===== src/rtl/dbw_pkg.sv =====
package dbw_pkg;
   // Offsets of the arm bits relative to the top of the compare-keep field
   localparam int unsigned LD_OFS = 0;
   localparam int unsigned ST_OFS = 1;

   typedef struct packed {
      logic st_en;
      logic ld_en;
   } arm_t;

   // true when the access kind is armed on a channel
   function automatic logic kind_armed(input arm_t arm, input logic is_store);
      return is_store ? arm.st_en : arm.ld_en;
   endfunction
endpackage


===== src/rtl/dbw_mask_fix.sv =====
module dbw_mask_fix #(
   parameter int unsigned FIELD_W = 6
) (
   input  logic [FIELD_W-1:0] fld_i,
   output logic [FIELD_W-1:0] fld_o
);
   // running AND from the top bit: stops at the first zero seen
   logic [FIELD_W:0] run;
   assign run[FIELD_W] = 1'b1;

   for (genvar i = FIELD_W - 1; i >= 0; i--) begin : g_run
      assign run[i] = run[i+1] & fld_i[i];
   end

   assign fld_o = run[FIELD_W-1:0];
endmodule


===== src/rtl/dbw_channel.sv =====
module dbw_channel
   import dbw_pkg::*;
#(
   parameter int unsigned ADDR_W  = 32,
   parameter int unsigned FIELD_W = 6
) (
   input  logic              clk,
   input  logic              rst_n,
   input  logic              wr_addr_en,
   input  logic              wr_ctrl_en,
   input  logic [ADDR_W-1:0] wdata,
   input  logic              acc_valid,
   input  logic              acc_store,
   input  logic [ADDR_W-1:0] acc_addr,
   output logic              hit
);
   localparam int unsigned CTRL_W = FIELD_W + 2;
   localparam int unsigned HI_W   = ADDR_W - FIELD_W;

   logic [ADDR_W-1:0]  bp_addr_q;
   logic [CTRL_W-1:0]  ctrl_q;
   logic [FIELD_W-1:0] fld_fix;
   logic [ADDR_W-1:0]  eff_mask;
   logic [ADDR_W-1:0]  raw_mask;
   arm_t               arm;

   always_ff @(posedge clk or negedge rst_n) begin
      if (!rst_n) begin
         bp_addr_q <= '0;
         ctrl_q    <= '0;
      end else begin
         if (wr_addr_en) bp_addr_q <= wdata;
         if (wr_ctrl_en) ctrl_q    <= wdata[CTRL_W-1:0];
      end
   end

   dbw_mask_fix #(.FIELD_W(FIELD_W)) u_fix (
      .fld_i (ctrl_q[FIELD_W-1:0]),
      .fld_o (fld_fix)
   );

   assign arm.ld_en = ctrl_q[FIELD_W+LD_OFS];
   assign arm.st_en = ctrl_q[FIELD_W+ST_OFS];
   assign raw_mask  = {{HI_W{1'b1}}, ctrl_q[FIELD_W-1:0]};
   assign eff_mask  = {{HI_W{1'b1}}, fld_fix};

   always_comb begin
      hit = acc_valid && kind_armed(arm, acc_store)
            && (((acc_addr ^ bp_addr_q) & eff_mask) == '0);
   end

   // reduced mask is always one contiguous power-of-two window
   a_r4_contiguous: assert property (@(posedge clk) disable iff (!rst_n)
      (((~eff_mask) + ADDR_W'(1)) & (~eff_mask)) == '0);

   // an already contiguous field passes unchanged
   a_r4_keep_valid: assert property (@(posedge clk) disable iff (!rst_n)
      ((((~raw_mask) + ADDR_W'(1)) & (~raw_mask)) == '0) |-> (eff_mask == raw_mask));

   // with neither arm bit the channel stays silent
   a_r1_unarmed_silent: assert property (@(posedge clk) disable iff (!rst_n)
      (ctrl_q[FIELD_W+1:FIELD_W] == 2'b00) |-> !hit);

   // a control write is seen in the following cycle
   a_r7_ctrl_next: assert property (@(posedge clk) disable iff (!rst_n)
      wr_ctrl_en |=> (ctrl_q == $past(wdata[CTRL_W-1:0])));

   // leaving reset with control cleared
   a_r8_reset_clear: assert property (@(posedge clk) disable iff (!rst_n)
      $rose(rst_n) |-> (ctrl_q == '0));
endmodule


===== src/rtl/dbw_prio.sv =====
module dbw_prio #(
   parameter int unsigned NUM_CH = 2,
   parameter int unsigned CH_W   = 1
) (
   input  logic [NUM_CH-1:0] hits,
   output logic              any,
   output logic [CH_W-1:0]   first
);
   always_comb begin
      first = '0;
      for (int i = NUM_CH - 1; i >= 0; i--) begin
         if (hits[i]) first = CH_W'(i);
      end
      any = |hits;
   end
endmodule


===== src/rtl/dwatch_unit.sv =====
module dwatch_unit #(
   parameter int unsigned NUM_CH  = 2,
   parameter int unsigned ADDR_W  = 32,
   parameter int unsigned FIELD_W = 6,
   parameter int unsigned CH_W    = (NUM_CH > 1) ? $clog2(NUM_CH) : 1
) (
   input  logic              clk,
   input  logic              rst_n,
   input  logic              sr_we,
   input  logic [CH_W-1:0]   sr_ch,
   input  logic              sr_ctrl,
   input  logic [ADDR_W-1:0] sr_wdata,
   input  logic              acc_valid,
   input  logic              acc_store,
   input  logic [ADDR_W-1:0] acc_addr,
   output logic              mem_en,
   output logic              dbg_req,
   output logic [NUM_CH-1:0] hit_vec,
   output logic [CH_W-1:0]   hit_first
);
   if (NUM_CH < 1 || NUM_CH > 2) begin : g_bad_ch
      $error("dwatch_unit: NUM_CH must be 1 or 2");
   end
   if (FIELD_W < 1 || FIELD_W + 2 > ADDR_W) begin : g_bad_field
      $error("dwatch_unit: FIELD_W out of range for ADDR_W");
   end

   for (genvar c = 0; c < NUM_CH; c++) begin : g_ch
      logic sel;
      assign sel = sr_we && (sr_ch == CH_W'(c));

      dbw_channel #(.ADDR_W(ADDR_W), .FIELD_W(FIELD_W)) u_ch (
         .clk        (clk),
         .rst_n      (rst_n),
         .wr_addr_en (sel && !sr_ctrl),
         .wr_ctrl_en (sel && sr_ctrl),
         .wdata      (sr_wdata),
         .acc_valid  (acc_valid),
         .acc_store  (acc_store),
         .acc_addr   (acc_addr),
         .hit        (hit_vec[c])
      );
   end

   dbw_prio #(.NUM_CH(NUM_CH), .CH_W(CH_W)) u_prio (
      .hits  (hit_vec),
      .any   (dbg_req),
      .first (hit_first)
   );

   assign mem_en = acc_valid && !dbg_req;

   // a matched access never reaches memory
   a_r5_block: assert property (@(posedge clk) disable iff (!rst_n)
      ($countones(hit_vec) > 0) |-> !mem_en);

   // reported channel is set in the bitmap
   a_r6_first_set: assert property (@(posedge clk) disable iff (!rst_n)
      dbg_req |-> (((hit_vec >> hit_first) & NUM_CH'(1)) != '0));

   // no lower channel is set below the reported one
   a_r6_lowest: assert property (@(posedge clk) disable iff (!rst_n)
      dbg_req |-> ((hit_vec & ((NUM_CH'(1) << hit_first) - NUM_CH'(1))) == '0));

   // no valid access, no match
   a_r6_idle: assert property (@(posedge clk) disable iff (!rst_n)
      !acc_valid |-> (hit_vec == '0));
endmodule


===== config.mk =====
export PLATFORM = sky130hd
export DESIGN_NAME = dwatch_unit
export DESIGN_NICKNAME = d
export VERILOG_FILES = /design/src/rtl/dbw_pkg.sv /design/src/rtl/dbw_mask_fix.sv /design/src/rtl/dbw_channel.sv /design/src/rtl/dbw_prio.sv /design/src/rtl/dwatch_unit.sv
export SDC_FILE = /design/constraint.sdc
export NUM_CORES = 1
export LEC_CHECK = 0
export ABC_CLOCK_PERIOD_IN_PS = 2009
export BUFFER_PORTS_ARGS = -buffer_cell sky130_fd_sc_hd__buf_2
export CORE_MARGIN = 2
export CORE_UTILIZATION = 53
export CTS_CLUSTER_SIZE = 28
export DETAILED_ROUTE_END_ITERATION = 10
export PLACE_DENSITY_LB_ADDON = 0.2
export SLEW_MARGIN = 25
export SYNTH_ARGS = -nofsm -noshare
export SYNTH_HDL_FRONTEND = slang
export SYNTH_HIERARCHICAL = 1
export SYNTH_SLANG_ARGS = --single-unit

===== constraint.sdc =====
create_clock -name clk -period 2.01 [get_ports clk]
set_input_delay 0.1005 -clock clk [delete_from_list [all_inputs] [get_ports clk]]
set_output_delay 0.1005 -clock clk [all_outputs]
set_load 0.05 [all_outputs]

After elaboration in Yosys (flattened, before gate mapping)
Cells that the tools add are included.
- muxes and demuxes: 4
- bitwise logic cells: 15
- reduce and logical (&&, ||, !) cells: 16
- operator list (cell ; count):
    32-bit bitwise AND ; 2
    32-bit logical NOT ; 2
    32-bit XOR ; 2
    1-bit logical AND ; 11
    1-bit bitwise AND ; 10
    1-bit two-way mux ; 4
    1-bit logical NOT ; 2
    2-bit OR reduction ; 1
    1-bit inverter ; 1
- register bits: 80
- input port bits: 71
- output and inout bits: 5
- word-level logic and storage cells: 39

Longest topological paths before layout
Gate-level depths: netlist of run 1.
- depth after elaboration: 11
- gate-level depth with buffers: 7
- depth with buffers taken out: 7

Modules after synthesis
The synthesis of run 1 kept the hierarchy.
- modules (own cells, without submodules) (module ; times used ; cells an instance ; area each (um2) ; seq. area each (um2)):
    dbw_channel ; 2 ; 132 ; 1878.1 ; 1001.0
    dbw_mask_fix ; 2 ; 6 ; 50.0 ; 0.0
    dwatch_unit ; 1 ; 5 ; 43.8 ; 0.0
    dbw_prio ; 1 ; 2 ; 12.5 ; 0.0

Worst setup path before layout of run 1
Ideal clock, no wire load.
- path type: reg-to-output
- from: register g_ch[0].u_ch.ctrl_q[5]
- to: output mem_en
- data arrival time: 2953 ps
- data required time: 1910 ps
- slack: -1044 ps
- stages on the path, launching flop included: 7
- buffers on the path: 0
- cell sequence: dfrtp_1 and3_4 and3_2 a221o_1 nor4_2 or2_1 nor2b_1
- cells in the longest elaborated chain, start to end: 11
- RTL lines (item ; line ; RTL):
    start, declared ; dbw_channel.sv:21 ; logic [CTRL_W-1:0] ctrl_q;
    start signal, assigned ; dbw_channel.sv:33 ; if (wr_ctrl_en) ctrl_q <= wdata[CTRL_W-1:0];
    1-bit bitwise AND (*) (2 in a row) ; dbw_mask_fix.sv:12 ; assign run[i] = run[i+1] & fld_i[i];
    named net g_ch[0].u_ch.fld_fix[3] ; dbw_channel.sv:22 ; logic [FIELD_W-1:0] fld_fix;
    1-bit bitwise AND (*) (2 in a row) ; dbw_mask_fix.sv:12 ;
    named net g_ch[0].u_ch.fld_fix[1] ; dbw_channel.sv:22 ;
    1-bit bitwise AND ; dbw_mask_fix.sv:12 ;
    32-bit bitwise AND (*) ; dbw_channel.sv:49 ; && (((acc_addr ^ bp_addr_q) & eff_mask) == '0);
    32-bit logical NOT (*) ; dbw_channel.sv:49 ;
    1-bit logical AND (*) ; dbw_channel.sv:49 ;
    named net hit_vec[0] ; dwatch_unit.sv:18 ; output logic [NUM_CH-1:0] hit_vec,
    2-bit OR reduction (*) ; dbw_prio.sv:14 ; any = |hits;
    named net dbg_req ; dwatch_unit.sv:17 ; output logic dbg_req,
    1-bit logical NOT (*) ; dwatch_unit.sv:51 ; assign mem_en = acc_valid && !dbg_req;
    1-bit logical AND (*) ; dwatch_unit.sv:51 ;
    end, declared ; dwatch_unit.sv:16 ; output logic mem_en,
The timed path passes the listed nets; every way through them passes the cells marked *.

Worst setup path in the final report of run 1
- from: register g_ch[1].u_ch.ctrl_q[3]
- to: output mem_en
- cells in the longest elaborated chain, start to end: 10
- RTL lines (item ; line):
    start, declared ; dbw_channel.sv:21
    start signal, assigned ; dbw_channel.sv:33
    1-bit bitwise AND (*) ; dbw_mask_fix.sv:12
    named net g_ch[1].u_ch.fld_fix[3] ; dbw_channel.sv:22
    1-bit bitwise AND (*) (2 in a row) ; dbw_mask_fix.sv:12
    named net g_ch[1].u_ch.fld_fix[1] ; dbw_channel.sv:22
    1-bit bitwise AND ; dbw_mask_fix.sv:12
    32-bit bitwise AND (*) ; dbw_channel.sv:49
    32-bit logical NOT (*) ; dbw_channel.sv:49
    1-bit logical AND (*) ; dbw_channel.sv:49
    2-bit OR reduction (*) ; dbw_prio.sv:14
    1-bit logical NOT (*) ; dwatch_unit.sv:51
    1-bit logical AND (*) ; dwatch_unit.sv:51
Marks and branches as above.

==> results of run 1 <==
## Yosys cell counts
library cell / instances / area share (%)
or2_1: 1 / 0.16
nor4_2: 8 / 2.6
buf_4: 2 / 0.38
and3_4: 2 / 0.58
mux2_1: 16 / 4.6
mux2_2: 64 / 18
nor4_1: 6 / 0.96
and3_2: 3 / 0.58
mux2i_1: 2 / 0.51
a221o_1: 2 / 0.51
buf_2: 6 / 0.77
nand2_1: 4 / 0.38
nor3b_2: 1 / 0.32
clkbuf_1: 4 / 0.38
xnor2_1: 6 / 1.3
a22oi_1: 4 / 0.77
and2_2: 4 / 0.77
and3b_1: 2 / 0.45
and4_1: 2 / 0.45
dfrtp_1: 80 / 51
nor2b_1: 2 / 0.32
xor2_1: 58 / 13
nand4_1: 4 / 0.64
## power groups by stage
| stage | combinational, W | sequential [W] | clock, W |
|---|---|---|---|
| 3_3_place_gp | 0.000811 | 0.00214 | 0 |
| 5_1_grt | 0.000954 | 0.00216 | 0.00110 |
| 3_5_place_dp | 0.000833 | 0.00216 | 0 |
| 2_1_floorplan | 0.000601 | 0.00210 | 0 |
| 6_report | 0.000865 | 0.00212 | 0.000996 |
| 4_1_cts | 0.000865 | 0.00213 | 0.00103 |
## kinds of logic (layout without fill, tap and decap cells)
logic type	after synthesis	in the layout	share of synthesized area, %
simple gates	39	39	8.15
buf+inv	12	106	1.53
mux	82	82	23.5
flops	80	80	51.2
compound gates	6	6	1.28
xor+xnor	64	64	14.3
## worst max-delay path, delay by kind of cell (launching register included)
family | cells | cell delay (ps)
flip-flops | 1 | 390
buffers and inverters | 1 | 140
AO/OA/AOI/OAI | 1 | 330
AND/OR/NAND/NOR | 5 | 910
## final timing paths
kind,from,endpoint,slack (ps)
max reg2reg,g_ch[1].u_ch/bp_addr_q[12],g_ch[1].u_ch/bp_addr_q[12],1200
min,sr_wdata[30],g_ch[0].u_ch/bp_addr_q[30],20
min reg2reg,g_ch[1].u_ch/bp_addr_q[18],g_ch[1].u_ch/bp_addr_q[18],510
max,g_ch[1].u_ch/ctrl_q[3],mem_en,-200
max in group asynchronous,rst_n,g_ch[0].u_ch/ctrl_q[0],1180
min in group asynchronous,rst_n,g_ch[0].u_ch/bp_addr_q[17],240
## state kept, by name, summed over array words and instances (netlist names)
| register | count |
|---|---|
| g_ch.u_ch/bp_addr_q | 64 |
| g_ch.u_ch/ctrl_q | 16 |
## cell type report
| class | instances | area (um2) | share of cell area (%) |
|---|---|---|---|
| multi-input cells | 191 | 1930 | 39.9 |
| clock inverters | 1 | 5.00 | 0.104 |
| well taps | 99 | 124 | 2.57 |
| repair buffers | 93 | 616 | 12.7 |
| flip-flops and latches | 80 | 2000 | 41.5 |
| clock buffers | 12 | 155 | 3.21 |
## timing repair
action / 4_1_cts / 5_1_grt
hold buffers: 12 / 1
resized for setup: 11 / 3
hold endpoints to repair: 47 / 1
pin swaps: 8 / 3
endpoints found under the setup margin: 5 / 5
## per-stage QoR
step                      util (%)  std cells  TNS [ps]
after floorplan                  -        283      -509
after global placement        62.1        450      -366
after detailed placement      62.1        450      -367
after CTS                     66.6        475     -1020
after global routing          66.9        476     -1470
final                         66.9        476      -820
## per-layer routing
layer,vias to the layer above,global-route usage [%],part of all wire (%),wire length (um)
met5,-,0,0,0
met4,0,6.54,0.95,73
met3,5,4.95,4.1,311
met2,49,33.5,49,3720
met1,1239,26.6,46,3550
li1,1181,-,-,-
==> impl_metrics.yaml, run 1 <==
synthesis:
  synth-seq-area-share_pct: 51.2
  netlist_instances: 283
  netlist_area_um2: 3910
  synth_seq_cells: 80
  ys_types: 23
  ys_warn_count: 6
  syn_area_per_cell_um2: 13.8
  synthesis.nets: 354
clock_tree:
  cts_tree: "done"
  clockBufferDepth: 2
  htree_levels: 3
  cts_setup_buffers: 0
  cts_buffers: 9
  insertion_delay_ps: 330
  clock_sinks: 80
  path_clk_slew_ps: 70
  cts-root-buf: "clkbuf_8"
worst_hold_path:
  min_path_cells: 2
  hp-class: "input port to flip-flop"
power_and_ir_drop:
  p_comb_share_pct: 21.7
  power.leakage_nw: 2.14
  ir_worst_vdd_uv: 466
  powerDensity_nw_per_um2: 825
  clock_power_share_pct: 25.0
  p_total_w: 0.00398
  pwr-share-seq_pct: 53.3
  p_switching_w: 0.00108
  intPower_w: 0.00291
  p_sw_share_pct: 27.1
drt:
  vias: 2474
  drc: 0
  drt_iter0_markers: 43
  dr.pass1.iters: 4
  wirelength_um: 7650
  antenna_left: 0
  avgViaCountPerCell: 5.20
  wl_per_cell_um: 16.1
sta:
  rsz0062_at_grt: "yes"
  min_period_ps: 2210
  fin_worst_skew_ps: 0
  slew_viol_final: 0
  slew_headroom_pct: 69.7
  tightestPinTransition_ps: 454
  hold_ws_ps: 15.8
  hold_viol: 0
  setup_ws_ps: -196
  timing.final.crit_share_pct: 110
  max_freq_ghz: 0.453
  setup_violations: 5
setup_path:
  cpMaxStageDelayCell: "dfrtp_1"
  reg2reg_depth: 1
  worstPathRequired_ps: 1910
  slowest_delay_ps: 390
  cp.arrival_ps: 2110
  start_kind: "flip-flop"
  crit_fanout: 4
  path_class: "flip-flop to output port"
  crit_top_cell: "and3_4"
  crit_chain: "and3_4 -> and3_4 -> a221o_1 -> nor4_4 -> or2_4 -> nor2b_4 -> buf_6"
  end_kind: "output port"
floorplan:
  die_area_um2: 8090
  die_y_um: 89.9
  io_pins: 76
  row_count: 31
  chipWidth_um: 89.9
  coreArea_um2: 7210
  start_util_pct: 54.2
global_routing:
  grtUsageTotal_pct: 20.3
  grt_antenna_before_repair: 0
  grt_pass1_vias: 2670
  grt-ovfl-total: 0
  grt_pass1_wl_um: 12800
  grt_max_degree: 51
layout:
  area_delta_synth_final_pct: 23.4
  diodes: 0
  final_cell_mix: "80 x dfrtp_1, 70 x buf_2, 64 x mux2_2"
  drive_gt1_share_pct: 48.0
  fin_nets: 446
  filler_cell_count: 587
  final_common_cell: "dfrtp_1"
  finalInstanceArea_um2: 4830
run_status:
  violations: "negative setup slack"
  status: "finished, violations left"
place:
  portBuffers: 75
  dp_hpwl_um: 5550
  place_area_um2: 4480
  place_ws_ps: -108
  gp_congestion: 0.755
job:
  drv_cap: 0
Note: power is estimated with default switching activity, not from simulation.
==> run 2: changes to the inputs <==
--- a/config.mk
+++ b/config.mk
@@ -5,7 +5,7 @@
 export SDC_FILE = /design/constraint.sdc
 export NUM_CORES = 1
 export LEC_CHECK = 0
-export ABC_CLOCK_PERIOD_IN_PS = 2009
+export ABC_CLOCK_PERIOD_IN_PS = 2100
 export BUFFER_PORTS_ARGS = -buffer_cell sky130_fd_sc_hd__buf_2
 export CORE_MARGIN = 2
 export CORE_UTILIZATION = 53
==> constraint.sdc (replaced) <==
create_clock -name clk -period 2.1 [get_ports clk]
set_input_delay 0.105 -clock clk [delete_from_list [all_inputs] [get_ports clk]]
set_output_delay 0.105 -clock clk [all_outputs]
set_load 0.05 [all_outputs]
==> impl_metrics.yaml, run 2 (synthesized netlist as in run 1, its figures left out) <==
run_status:
  status: "finished, violations left"
  violations: "negative setup slack"
sta:
  max_freq_ghz: 0.447
  slew_viol_final: 0
  tightestPinTransition_ps: 460
  setup_violations: 5
  setup_ws_ps: -135
  slew_headroom_pct: 69.3
  min_period_ps: 2240
  rsz0062_at_grt: "yes"
  timing.final.crit_share_pct: 106
  hold_viol: 0
  fin_setup_tns_ps: -496
  fin_worst_skew_ps: 0
global_routing:
  grt_pass1_wl_um: 12700
  grt_pass1_vias: 2675
  grt_max_degree: 51
  grt_antenna_before_repair: 0
  grtUsageTotal_pct: 19.9
  grt-ovfl-total: 0
power_and_ir_drop:
  p_switching_w: 0.00106
  power.leakage_nw: 2.16
  p_sw_share_pct: 26.3
  ir_worst_vdd_uv: 575
  intPower_w: 0.00298
  pwr-share-seq_pct: 50.1
  clock_power_share_pct: 29.7
  powerDensity_nw_per_um2: 832
  p_total_w: 0.00405
  p_comb_share_pct: 20.2
place:
  dp_hpwl_um: 5420
  dp.cells: 450
  place_ws_ps: -32.1
  gp_congestion: 0.767
  portBuffers: 75
  place_area_um2: 4460
drt:
  drt_iter0_markers: 54
  wirelength_um: 7500
  drc: 0
  dr.pass1.iters: 4
  avgViaCountPerCell: 5.17
  antenna_left: 0
  wl_per_cell_um: 15.6
  vias: 2482
layout:
  drive_gt1_share_pct: 48.3
  final_cells: 480
  final_common_cell: "dfrtp_1"
  area_delta_synth_final_pct: 24.4
  fin_nets: 447
  largest_register_ffs: 64
  final_cell_mix: "80 x dfrtp_1, 70 x buf_2, 64 x mux2_2"
  top_regs: "g_ch.u_ch/bp_addr_q (64), g_ch.u_ch/ctrl_q (16)"
  multi_input_area_um2: 1930
  regMostFlops: "g_ch.u_ch/bp_addr_q"
  diodes: 0
  seq_area_um2: 2000
  filler_cell_count: 574
  finalInstanceArea_um2: 4870
setup_path:
  crit_fanout: 3
  path_class: "flip-flop to output port"
  r2r_setup_slack_ps: 1300
  r2r-end: "g_ch[1].u_ch/bp_addr_q[12]"
  cp.arrival_ps: 2130
  worstPathRequired_ps: 2000
  critPathLaunch: "g_ch[1].u_ch/bp_addr_q[18]"
  reg2reg_depth: 1
  end_kind: "output port"
  reg2reg_from: "g_ch[1].u_ch/bp_addr_q[12]"
  start_kind: "flip-flop"
clock_tree:
  htree_levels: 3
  path_clk_slew_ps: 70
  clock_sinks: 80
  cts-root-buf: "clkbuf_8"
  cts_buffers: 9
  cts_setup_buffers: 0
  clockBufferDepth: 2
  cts_tree: "done"
  insertion_delay_ps: 340
floorplan:
  chipWidth_um: 89.9
  io_pins: 76
  die_y_um: 89.9
  start_util_pct: 54.2
  die_area_um2: 8090
  coreArea_um2: 7210
  row_count: 31
worst_hold_path:
  hold_start: "sr_wdata[24]"
  hp-class: "input port to flip-flop"
  min_path_cells: 2
  hold_end: "g_ch[1].u_ch/bp_addr_q[24]"
job:
  drv_cap: 0
[run 2: worst max path at each step]
stage / slack [ps] / cells past startpoint / to
3_5_place_dp: -30 / 6 / dbg_req
5_1_grt: -220 / 7 / mem_en
6_report: -140 / 7 / mem_en
2_1_floorplan: -150 / 6 / mem_en
4_1_cts: -160 / 8 / mem_en
3_3_place_gp: -30 / 6 / dbg_req
[run 2: what timing repair did]
action | CTS | global route
endpoints found under the hold margin | 53 | 0
endpoints found under the setup margin | 5 | 5
gates resized for setup | 12 | 1
pin swaps | 7 | 1
hold buffers | 14 | 0
gates cloned | 0 | 0
[run 2: layout make-up]
cell class,count,area share [%]
multi-input cells,191,39.6
repair buffers,94,12.3
clock inverters,2,0.720
clock buffers,14,3.75
flip-flops and latches,80,41.1
well taps,99,2.54
[run 2: metrics by stage]
step	util (%)	hold slack [ps]
6_report	67.5	10.6
5_1_grt	67.5	10.1
4_1_cts	67.4	0.101
3_5_place_dp	61.8	73.3
3_3_place_gp	61.8	69.0
2_1_floorplan	-	-191
[run 2: metal layers]
layer  vias to the layer above  part of all wire, %  wire (um)  global-route usage [%]
met5                         -                    0          0                       0
met4                         0                  2.0        148                    8.21
met3                        14                  4.0        302                    3.77
met2                        61                   47       3540                    32.4
met1                      1220                   47       3510                    26.4
li1                       1187                    -          -                       -
[run 2: power by group through the flow]
stage,registers (W),clock network (W),logic (W)
after global placement,0.00205,0,0.000772
after CTS,0.00203,0.00123,0.000826
after floorplan,0.00201,0,0.000575
after global routing,0.00207,0.00129,0.000908
after detailed placement,0.00206,0,0.000788
final,0.00203,0.00120,0.000819
[run 2: critical path: stages, from the launching register on]
cell and delay [ps]:
dfrtp_1 380, xor2_1 170, nor4_2 350, nand4_1 250, nor4_4 260, or2_4 200, nor2b_4 40, buf_6 140
